==> src/rtl/ptw_pkg.sv <==
package ptw_pkg;
    localparam int unsigned SH_W = 6;

    typedef enum logic [1:0] {
        ACC_LOAD  = 2'd0,
        ACC_STORE = 2'd1,
        ACC_FETCH = 2'd2
    } acc_e;

    typedef enum logic [2:0] {
        RES_OK      = 3'd0,
        RES_INVALID = 3'd1,
        RES_NOEXEC  = 3'd2,
        RES_NOREAD  = 3'd3,
        RES_PRIV    = 3'd4,
        RES_NODIRTY = 3'd5
    } res_e;

    // leaf entry bit positions decoded by the permission checker
    localparam int unsigned PTE_VALID = 0;
    localparam int unsigned PTE_DIRTY = 1;
    localparam int unsigned PTE_PLV   = 2;
    localparam int unsigned PTE_NORD  = 61;
    localparam int unsigned PTE_NOEX  = 62;
    localparam int unsigned PTE_EXACT = 63;
endpackage

==> src/rtl/ptw_entry_addr.sv <==
module ptw_entry_addr #(
    parameter int unsigned PA_W = 48
) (
    input  logic [63:0]              va,
    input  logic [PA_W-1:0]          base,
    input  logic [ptw_pkg::SH_W-1:0] off,
    input  logic [ptw_pkg::SH_W-1:0] wid,
    output logic [PA_W-1:0]          addr
);
    logic [63:0] field;
    logic [63:0] mask;
    logic [63:0] idx;

    always_comb begin
        field = va >> off;
        mask  = (64'd1 << wid) - 64'd1;
        idx   = field & mask;
        addr  = base + PA_W'(idx << 3);
    end
endmodule

==> src/rtl/ptw_pte_check.sv <==
module ptw_pte_check #(
    parameter int unsigned PA_W = 48
) (
    input  logic [63:0]              pte,
    input  logic [PA_W-1:0]          va,
    input  logic [ptw_pkg::SH_W-1:0] shift,
    input  logic [1:0]               acc,
    input  logic [1:0]               plv,
    output logic [2:0]               code,
    output logic [PA_W-1:0]          pa,
    output logic                     wr_ok,
    output logic                     ex_ok
);
    import ptw_pkg::*;

    logic [1:0]      pte_plv;
    logic            priv_bad;
    logic [PA_W-1:0] mask;
    res_e            res;
    logic            unused_pte_bits;

    assign unused_pte_bits = ^pte[60:PA_W];

    always_comb begin
        pte_plv  = pte[PTE_PLV +: 2];
        priv_bad = pte[PTE_EXACT] ? (plv != pte_plv) : (plv > pte_plv);
        if (!pte[PTE_VALID])                                res = RES_INVALID;
        else if (acc == ACC_FETCH && pte[PTE_NOEX])         res = RES_NOEXEC;
        else if (acc == ACC_LOAD && pte[PTE_NORD])          res = RES_NOREAD;
        else if (priv_bad)                                  res = RES_PRIV;
        else if (acc == ACC_STORE && !pte[PTE_DIRTY])       res = RES_NODIRTY;
        else                                                res = RES_OK;
        code  = res;
        mask  = (PA_W'(1) << shift) - PA_W'(1);
        pa    = (pte[PA_W-1:0] & ~mask) | (va & mask);
        wr_ok = pte[PTE_DIRTY];
        ex_ok = !pte[PTE_NOEX];
    end
endmodule

==> src/rtl/ptw_walker.sv <==
module ptw_walker #(
    parameter int unsigned PA_W   = 48,
    parameter int unsigned LEVELS = 4
) (
    input  logic                              clk,
    input  logic                              rst_n,
    input  logic                              start,
    input  logic [63:0]                       vaddr,
    input  logic [1:0]                        access,
    input  logic [1:0]                        priv,
    input  logic [PA_W-1:0]                   root_lo,
    input  logic [PA_W-1:0]                   root_hi,
    input  logic [LEVELS*ptw_pkg::SH_W-1:0]   lvl_off,
    input  logic [LEVELS*ptw_pkg::SH_W-1:0]   lvl_wid,
    output logic                              mem_req,
    output logic [PA_W-1:0]                   mem_addr,
    input  logic                              mem_rvalid,
    input  logic [63:0]                       mem_rdata,
    output logic                              done,
    output logic [2:0]                        result,
    output logic [63:0]                       leaf_pte,
    output logic [ptw_pkg::SH_W-1:0]          page_shift,
    output logic [PA_W-1:0]                   phys_addr,
    output logic                              can_write,
    output logic                              can_exec
);
    import ptw_pkg::*;

    localparam int unsigned LV_W   = (LEVELS > 1) ? $clog2(LEVELS) : 1;
    localparam int unsigned PG_LOW = 12;

    typedef enum logic [2:0] {
        S_IDLE, S_SEEK, S_REQ, S_WAIT, S_DONE
    } state_e;

    state_e          state_q, state_d;
    logic [63:0]     va_q;
    logic [1:0]      acc_q, plv_q;
    logic [PA_W-1:0] base_q;
    logic [LV_W-1:0] lvl_q;
    logic [63:0]     leaf_q;
    logic [SH_W-1:0] off_cur, wid_cur;
    logic            skip_lvl;

    assign off_cur  = lvl_off[lvl_q*SH_W +: SH_W];
    assign wid_cur  = lvl_wid[lvl_q*SH_W +: SH_W];
    assign skip_lvl = (lvl_q != '0) && (wid_cur == '0);

    ptw_entry_addr #(.PA_W(PA_W)) u_addr (
        .va   (va_q),
        .base (base_q),
        .off  (off_cur),
        .wid  (wid_cur),
        .addr (mem_addr)
    );

    ptw_pte_check #(.PA_W(PA_W)) u_check (
        .pte   (leaf_q),
        .va    (va_q[PA_W-1:0]),
        .shift (page_shift),
        .acc   (acc_q),
        .plv   (plv_q),
        .code  (result),
        .pa    (phys_addr),
        .wr_ok (can_write),
        .ex_ok (can_exec)
    );

    // next-state logic
    always_comb begin
        state_d = state_q;
        unique case (state_q)
            S_IDLE: if (start) state_d = S_SEEK;                      // launch
            S_SEEK: state_d = skip_lvl ? S_SEEK : S_REQ;              // skip / fetch
            S_REQ:  state_d = S_WAIT;                                 // issue
            S_WAIT: if (mem_rvalid)
                        state_d = (lvl_q == '0) ? S_DONE : S_SEEK;    // finish / descend
            S_DONE: state_d = S_IDLE;                                 // retire
            default: state_d = S_IDLE;
        endcase
    end

    // state register
    always_ff @(posedge clk or negedge rst_n) begin
        if (!rst_n) state_q <= S_IDLE;
        else        state_q <= state_d;
    end

    // walk datapath
    always_ff @(posedge clk or negedge rst_n) begin
        if (!rst_n) begin
            va_q   <= '0;
            acc_q  <= '0;
            plv_q  <= '0;
            base_q <= '0;
            lvl_q  <= '0;
            leaf_q <= '0;
        end else begin
            unique case (state_q)
                S_IDLE: if (start) begin
                    va_q   <= vaddr;
                    acc_q  <= access;
                    plv_q  <= priv;
                    base_q <= vaddr[63] ? {root_hi[PA_W-1:PG_LOW], {PG_LOW{1'b0}}}
                                        : {root_lo[PA_W-1:PG_LOW], {PG_LOW{1'b0}}};
                    lvl_q  <= LV_W'(LEVELS - 1);
                end
                S_SEEK: if (skip_lvl) lvl_q <= lvl_q - LV_W'(1);
                S_WAIT: if (mem_rvalid) begin
                    if (lvl_q == '0) begin
                        leaf_q <= mem_rdata;
                    end else begin
                        base_q <= {mem_rdata[PA_W-1:PG_LOW], {PG_LOW{1'b0}}};
                        lvl_q  <= lvl_q - LV_W'(1);
                    end
                end
                default: ;
            endcase
        end
    end

    // outputs
    always_comb begin
        mem_req    = (state_q == S_REQ);
        done       = (state_q == S_DONE);
        leaf_pte   = leaf_q;
        page_shift = lvl_off[SH_W-1:0];
    end

    // ---------------- assertions ----------------
    logic rd_pending;
    always_ff @(posedge clk or negedge rst_n) begin
        if (!rst_n)          rd_pending <= 1'b0;
        else if (mem_rvalid) rd_pending <= 1'b0;
        else if (mem_req)    rd_pending <= 1'b1;
    end


    one_outstanding_chk: assert property (@(posedge clk) disable iff (!rst_n)
        mem_req |-> !rd_pending);


    done_pulse_chk: assert property (@(posedge clk) disable iff (!rst_n)
        done |=> !done);


    entry_align_chk: assert property (@(posedge clk) disable iff (!rst_n)
        mem_req |-> (mem_addr[2:0] == 3'b000));


    ok_valid_chk: assert property (@(posedge clk) disable iff (!rst_n)
        (done && result == RES_OK) |->
            (leaf_pte[PTE_VALID] && !(acc_q == ACC_FETCH && leaf_pte[PTE_NOEX])
             && !(acc_q == ACC_STORE && !leaf_pte[PTE_DIRTY])));


    ok_exact_priv_chk: assert property (@(posedge clk) disable iff (!rst_n)
        (done && result == RES_OK && leaf_pte[PTE_EXACT]) |->
            (plv_q == leaf_pte[PTE_PLV +: 2]));


    idle_after_reset_chk: assert property (@(posedge clk) disable iff (!rst_n)
        $rose(rst_n) |-> (!done && !mem_req));
endmodule

==> config.mk <==
export PLATFORM = sky130hd
export DESIGN_NAME = ptw_walker
export DESIGN_NICKNAME = d
export VERILOG_FILES = /design/src/rtl/ptw_pkg.sv /design/src/rtl/ptw_entry_addr.sv /design/src/rtl/ptw_pte_check.sv /design/src/rtl/ptw_walker.sv
export SDC_FILE = /design/constraint.sdc
export NUM_CORES = 1
export LEC_CHECK = 0
export ABC_AREA = 1
export BUFFER_PORTS_ARGS = -buffer_cell sky130_fd_sc_hd__buf_4
export CAP_MARGIN = 20
export CORE_UTILIZATION = 54
export DETAILED_ROUTE_END_ITERATION = 6
export PLACE_DENSITY_LB_ADDON = 0.15
export SYNTH_ARGS = -nofsm -noshare
export SYNTH_HDL_FRONTEND = slang
export SYNTH_SLANG_ARGS = --single-unit
==> constraint.sdc <==
create_clock -name clk -period 6.1 [get_ports clk]
set_input_delay 0.305 -clock clk [delete_from_list [all_inputs] [get_ports clk]]
set_output_delay 0.305 -clock clk [all_outputs]
set_load 0.05 [all_outputs]
==> out/qor.log, run 1 <==
[outcome] outcome complete, no violations
[timing] Final Critical Period 5.93 ns
[synthesis] number of enable flip-flop cells after synthesis 0
[synthesis] Yosys warnings 0
[route] routed length per instance 20.5 µm
[timing] total of endpoints with negative setup slack in the final report 0
[grt] global-route wire length before repair 104,000 µm
[route] count of TritonRoute iterations in the first routing pass 6
[clock_network] buffer cell driving the clock tree root sky130_fd_sc_hd__clkbuf_16
[floorplan] Std-Cell Rows 63
[route] routed via count 20,295
[floorplan] horizontal extent of the die 176 µm
[worst_setup_path] highest cell delay on the worst timing path 0.50 ns
[route] number of DRC violations after detailed routing 0
[synthesis] flops & latches, synth 173
[grt] maximum number of pins on one net before global-route repair 101
[worst_setup_path] kind of critical path flop to output pin
[synthesis] Post-Syn Instances 2,659
[synthesis] biggest area contributors in the synthesized netlist sky130_fd_sc_hd__dfrtp_1 26%, sky130_fd_sc_hd__nand2_1 21%, sky130_fd_sc_hd__o21ai_0 8.9%
[cells_and_area] layout overhead on the synthesized area 25.7%
[synthesis] predominant post-synthesis flop cell sky130_fd_sc_hd__dfrtp_1
[synthesis] sequential share of the synthesized area 26.4%
[job] Max Cap Viol 0
[worst_setup_path] critical-path maximum fanout 19
[route] number of nets still failing antenna checks after routing 0
[hold_path] startpoint of the worst hold path mem_rdata[63]
[grt] aggregate global routing overflow 0
[timing] slew at the pin closest to its max-slew limit 0.974 ns
[timing] headroom to the max-slew limit 35.0%
[timing] worst-case hold slack 0.0498 ns
[timing] maximum clock skew at final layout 0.0164 ns
[worst_setup_path] number of buffers and inverters on the critical path 6
[clock_network] source-to-sink clock delay at the later pin of the worst-skew pair 0.45 ns
[clock_network] TritonCTS clock tree built
[synthesis] post-synthesis cell area 16,400 µm²
[synthesis] Synth top area share 26.4%
[floorplan] vertical die dimension 176 µm
[placed_design] routability cong. 1.11
[worst_setup_path] Reg-to-Reg Start state_q[2]
[floorplan] # IOs 453
[worst_setup_path] kind of end point of the critical path output pin
[clock_network] clock input transition at the sequential cells of the worst setup and hold paths 0.09 ns
[synthesis] top post-synthesis cells by count 916 x sky130_fd_sc_hd__nand2_1, 290 x sky130_fd_sc_hd__o21ai_0, 234 x sky130_fd_sc_hd__nor2_1
[clock_network] number of buffers added by the clock tree synthesis step 17
[cells_and_area] share of layout cells above drive strength 1 20.2%
[worst_setup_path] required time worst endpoint 5.79 ns
[grt] number of global-route vias before repair 18,815
[synthesis] synthesized area divided by synthesized cell count 6.16 µm²
[synthesis] cell with the most instances after synthesis sky130_fd_sc_hd__nand2_1
[worst_setup_path] cell occurring most often along the worst timing path sky130_fd_sc_hd__nand2_1
[placed_design] count of input and output buffers 425
[worst_setup_path] CP Launch Type flop
[floorplan] area of the core region 29,700 µm²
[timing] number of max-slew violations in the final report 0
[cells_and_area] Fillers 2,573
[route] violation count after the first detailed-route iteration 2,465
[clock_network] CTS max path bufs 2
[route] Avg Vias per Cell 5.94
[grt] number of antenna violations at the first check in global routing 3
[placed_design] DP Wirelength 55,800 µm
[synthesis] number of library cell types mapped by synthesis 58
[route] Routed WL 70,100 µm
[clock_network] total number of clock tree sinks 173
[worst_setup_path] arrival time at the worst endpoint 5.62 ns
[floorplan] Initial Utilization 55.1%
[worst_setup_path] slowest CP cell sky130_fd_sc_hd__dfrtp_2
[worst_setup_path] Critical Path Source lvl_q[1]
[clock_network] # H-tree levels 4
[synthesis] share of synthesized registers carrying an async set or reset 100%
[cells_and_area] Final #Nets 3,331
[grt] global router's overall resource usage 44.2%
[floorplan] total die area 31,000 µm²
[timing] RSZ-0062 raised after global routing true
[hold_path] type of the worst min-delay path primary input to flop
[worst_setup_path] critical path's top delay family simple AND/OR/NAND/NOR gates
[synthesis] post-synth top area cell sky130_fd_sc_hd__dfrtp_1
[timing] upper clock frequency limit 169 MHz
[timing] final critical-path share of the clock period 97.2%
[timing] total count of hold-check failures in the final report 0
==> state kept, by name, indices dropped and copies added (netlist names) <==
signal    count
acc_q         2
state_q       3
base_q       36
leaf_pte     64
va_q         64
lvl_q         2
plv_q         2
==> placed cells by master (no fill, tap or decap), types with 5 or more instances in the layout <==
master and n:
sky130_fd_sc_hd__nor2_1 228, sky130_fd_sc_hd__o21ai_0 277, sky130_fd_sc_hd__clkinv_8 6, sky130_fd_sc_hd__nand2_1 913, sky130_fd_sc_hd__mux2i_1 22, sky130_fd_sc_hd__nor2_2 16, sky130_fd_sc_hd__a21oi_1 70, sky130_fd_sc_hd__clkbuf_16 17
sky130_fd_sc_hd__nor3_1 27, sky130_fd_sc_hd__mux2_2 6, sky130_fd_sc_hd__nor4_1 6, sky130_fd_sc_hd__inv_2 12, sky130_fd_sc_hd__ha_1 40, sky130_fd_sc_hd__o21a_1 5, sky130_fd_sc_hd__o21ai_1 51, sky130_fd_sc_hd__nand3b_1 5
sky130_fd_sc_hd__buf_12 6, sky130_fd_sc_hd__a21oi_2 6, sky130_fd_sc_hd__nor2_4 10, sky130_fd_sc_hd__nand3_2 8, sky130_fd_sc_hd__nand3_1 135, sky130_fd_sc_hd__o211ai_1 51, sky130_fd_sc_hd__a31oi_1 55, sky130_fd_sc_hd__xor2_1 45
sky130_fd_sc_hd__nand2_2 11, sky130_fd_sc_hd__inv_1 216, sky130_fd_sc_hd__o221ai_1 10, sky130_fd_sc_hd__buf_4 464, sky130_fd_sc_hd__nand2_4 5, sky130_fd_sc_hd__nand4_1 33, sky130_fd_sc_hd__xnor2_1 23, sky130_fd_sc_hd__dfrtp_1 171
sky130_fd_sc_hd__nor3_2 8
==> per-layer routing <==
layer  up-vias  global-route usage, %  routed length [µm]
met5         -                      0                  13
met4         2                   27.1                4840
met3       277                   9.13                7090
met2      1255                   69.9               31300
met1      9327                   55.2               26800
li1       9434                      -                   -
==> path summary, 6_finish.rpt <==
kind	depth (start not counted)	slack, ns	to
min in group asynchronous	2	0.54	va_q[51]
min	3	0.05	leaf_pte[63]
max reg2reg	14	3.23	base_q[28]
min reg2reg	2	0.49	leaf_pte[52]
max	29	0.17	mem_addr[47]
max in group asynchronous	3	4.03	base_q[45]
==> cell type report <==
class                   instances  area, µm²  area share, %
repair buffers                474       3650           17.7
clock inverters                15        213           1.03
inverters                     231        875           4.25
multi-input cells            2112      10600           51.5
well taps                     390        488           2.37
clock buffers                  17        425           2.07
flip-flops and latches        173       4330           21.0
repair inverters                1       5.00         0.0243
diodes                          1       2.50         0.0122
==> metrics by stage <==
step | TNS, ns | worst slack (ns) | area, µm² | instances | util (%)
3_5_place_dp | 0 | 0.495 | 19700 | 3373 | 66.4
6_report | 0 | 0.171 | 20600 | 3414 | 69.3
4_1_cts | 0 | 0.00911 | 20400 | 3406 | 68.6
3_3_place_gp | 0 | 0.540 | 19700 | 3373 | 66.4
2_1_floorplan | 0 | 0.943 | 16400 | 2661 | -
5_1_grt | -0.0340 | -0.0241 | 20600 | 3414 | 69.3
==> worst register-to-register path, stage by stage, from the launching register on <==
cell and delay (ns):
sky130_fd_sc_hd__dfrtp_1 0.42, sky130_fd_sc_hd__nor2_1 0.17, sky130_fd_sc_hd__inv_1 0.09, sky130_fd_sc_hd__nor2_2 0.09
sky130_fd_sc_hd__buf_4 0.38, sky130_fd_sc_hd__inv_1 0.10, sky130_fd_sc_hd__or2_2 0.31, sky130_fd_sc_hd__o21ai_0 0.19
sky130_fd_sc_hd__inv_1 0.11, sky130_fd_sc_hd__nand2_1 0.17, sky130_fd_sc_hd__a21oi_4 0.07, sky130_fd_sc_hd__buf_12 0.20
sky130_fd_sc_hd__buf_4 0.24, sky130_fd_sc_hd__nor2_1 0.13, sky130_fd_sc_hd__a31oi_1 0.06
==> cell families after synthesis <==
family / after synthesis / synth area share, %
AND/OR/NAND/NOR: 1417 / 36.1
buffers and inverters: 377 / 9.95
flip-flops: 173 / 26.4
adder cells (fa/ha/maj): 41 / 3.18
multiplexers: 28 / 1.76
other: 1 / 0.0229
XOR/XNOR: 69 / 3.69
AO/OA/AOI/OAI: 553 / 18.9
==> timing repair <==
item,4_1_cts,5_1_grt
pin swaps,0,1
cloned,0,2
hold buffers,1,0
gates resized for setup,2,49
setup buffers,0,4
endpoints found under the setup margin,2,21
endpoints found under the hold margin,3,0
Power of run 1 is left out: the tool's default activity adds up to more than one toggle a clock period on the data nets, which glitch-free logic cannot reach.
==> run 2: changes to the inputs <==
- PLACE_DENSITY: not set -> 0.82
- PLACE_DENSITY_LB_ADDON: 0.15 -> not set
==> run 2 against run 1 <==
  * Critical path depth is 1 higher
  * Maximum frequency increased by 1.7%
  * Clock skew shrank 0.0014 ns
  * Hold slack better by 0.0021 ns
  * Via count about the same
  * Setup slack improved by 0.097 ns
  * Die area did not move
  * Critical endpoint is now mem_addr[44]
==> out/qor.log, run 2 (same netlist as run 1, synthesis figures left out) <==
[placed_design] count of input and output buffers 425 [unchanged]
[route] routed via count 20,306 [+0.054%]
[job] Max Cap Viol 0 [unchanged]
[worst_setup_path] CP Launch Type flop
[clock_network] total number of clock tree sinks 173 [unchanged]
[route] number of nets still failing antenna checks after routing 0 [unchanged]
[clock_network] clock input transition at the sequential cells of the worst setup and hold paths 0.08 ns [about the same]
[grt] global-route wire length before repair 105,000 µm [+1.2%]
[cells_and_area] most common cell after layout, fill and taps aside sky130_fd_sc_hd__nand2_1
[cells_and_area] layout overhead on the synthesized area 25.3%
[grt] global router's overall resource usage 44.6% [+0.43 points]
[worst_setup_path] register-to-register setup slack 2.74 ns [-0.49 ns]
[route] Avg Vias per Cell 5.96 [+0.20%]
[timing] number of max-slew violations in the final report 0 [unchanged]
[placed_design] routability cong. 1.12 [+0.48%]
[grt] number of antenna violations at the first check in global routing 3 [unchanged]
[cells_and_area] share of layout cells above drive strength 1 20.1% [-0.12 points]
[timing] total count of hold-check failures in the final report 0 [unchanged]
[route] number of DRC violations after detailed routing 0 [unchanged]
[timing] headroom to the max-slew limit 32.8% [-2.2 points]
[clock_network] source-to-sink clock delay at the later pin of the worst-skew pair 0.44 ns [about the same]
[clock_network] TritonCTS clock tree built
[clock_network] # H-tree levels 4 [unchanged]
[worst_setup_path] required time worst endpoint 5.79 ns [about the same]
[timing] Final Critical Period 5.83 ns [-0.0973 ns]
[worst_setup_path] cell occurring most often along the worst timing path sky130_fd_sc_hd__nand2_1
[cells_and_area] final core utilization 69.0% [-0.23 points]
[worst_setup_path] kind of critical path flop to output pin
[worst_setup_path] highest cell delay on the worst timing path 0.47 ns [-0.03 ns]
[clock_network] number of buffers added by the clock tree synthesis step 17 [unchanged]
[timing] upper clock frequency limit 171 MHz [+1.7%]
[floorplan] vertical die dimension 176 µm [unchanged]
[floorplan] horizontal extent of the die 176 µm [unchanged]
[hold_path] type of the worst min-delay path primary input to flop
[floorplan] total die area 31,000 µm² [unchanged]
[clock_network] CTS max path bufs 2 [unchanged]
[route] Routed WL 70,900 µm [+1.0%]
[cells_and_area] Final #Nets 3,324 [-0.21%]
[timing] slew at the pin closest to its max-slew limit 1.01 ns [+0.0328 ns]
[cells_and_area] most used cells in the layout excluding fill and tap cells 915 x sky130_fd_sc_hd__nand2_1, 460 x sky130_fd_sc_hd__buf_4, 279 x sky130_fd_sc_hd__o21ai_0
[timing] final critical-path share of the clock period 95.6% [-1.6 points]
[outcome] outcome complete, no violations
[route] violation count after the first detailed-route iteration 2,653 [+7.6%]
[floorplan] Std-Cell Rows 63 [unchanged]
[timing] maximum clock skew at final layout 0.0150 ns [-0.00142 ns]
[worst_setup_path] kind of end point of the critical path output pin
[worst_setup_path] arrival time at the worst endpoint 5.53 ns [-0.09 ns]
[timing] RSZ-0062 raised after global routing true
[placed_design] DP Wirelength 56,100 µm [+0.44%]
[grt] number of global-route vias before repair 18,578 [-1.3%]
[worst_setup_path] critical-path maximum fanout 13 [-6]
[cells_and_area] Fillers 2,566 [-0.27%]
[grt] aggregate global routing overflow 0 [unchanged]
[floorplan] area of the core region 29,700 µm² [unchanged]
[clock_network] buffer cell driving the clock tree root sky130_fd_sc_hd__clkbuf_16
[timing] total of endpoints with negative setup slack in the final report 0 [unchanged]
[route] count of TritonRoute iterations in the first routing pass 7 [+1]
[grt] maximum number of pins on one net before global-route repair 90 [-11%]
[worst_setup_path] slowest CP cell sky130_fd_sc_hd__dfrtp_2
[floorplan] # IOs 453 [unchanged]
[floorplan] Initial Utilization 55.1% [unchanged]
[route] routed length per instance 20.8 µm [+1.2%]
## run 2: final cells by class
cell class	count	area (µm²)	area share (%)
diodes	3	7.51	0.0366
clock buffers	17	425	2.07
clock inverters	15	201	0.982
inverters	231	870	4.24
multi-input cells	2112	10600	51.6
flip-flops and latches	173	4330	21.1
well taps	390	488	2.38
repair buffers	468	3610	17.6
## run 2: critical path, delay by kind of cell, from the launching register on
family,cells,cell delay (ns)
AND/OR/NAND/NOR,15,1.70
XOR/XNOR,1,0.18
buffers and inverters,3,0.56
flip-flops,1,0.47
AO/OA/AOI/OAI,7,1.12
multiplexers,2,0.49
adder cells (fa/ha/maj),2,0.52
## run 2: what timing repair did
| action | in CTS | in global routing |
|---|---|---|
| setup endpoints to repair | 2 | 17 |
| hold endpoints to repair | 26 | 0 |
| gates resized for setup | 2 | 36 |
| pin swaps | 0 | 1 |
| gates cloned | 0 | 2 |
| hold buffers | 1 | 0 |
| buffers inserted | 0 | 1 |
## run 2: metrics by stage
| step | setup TNS [ns] | instance area [µm²] | setup slack, ns | std cells | hold WS [ns] |
|---|---|---|---|---|---|
| global placement | 0 | 19700 | 0.521 | 3369 | 0.416 |
| floorplan | 0 | 16400 | 0.943 | 2661 | 0.00941 |
| finish | 0 | 20500 | 0.268 | 3409 | 0.0519 |
| CTS | 0 | 20300 | 0.0142 | 3402 | 0.0530 |
| global route | -0.0479 | 20500 | -0.0310 | 3409 | 0.0543 |
| detailed placement | 0 | 19700 | 0.332 | 3369 | 0.429 |
## run 2: final timing paths
check                             start            to  cells past startpoint
setup / recovery               lvl_q[0]  mem_addr[44]                     30
hold / removal             mem_rdata[8]   leaf_pte[8]                      3
setup reg to reg             state_q[1]  leaf_pte[47]                     12
hold reg to reg            leaf_pte[49]  leaf_pte[49]                      2
max in group asynchronous         rst_n    base_q[27]                      4
min in group asynchronous         rst_n  leaf_pte[10]                      2
## run 2: layer usage
layer,up-vias,wire [µm],global-route usage (%),part of all wire (%)
li1,9410,-,-,-
met1,9287,27500,57.4,39
met2,1336,31300,70.0,44
met5,-,0,0,0
met4,0,4860,26.4,6.9
met3,273,7250,8.01,10
Power of run 2 is left out for the same reason.
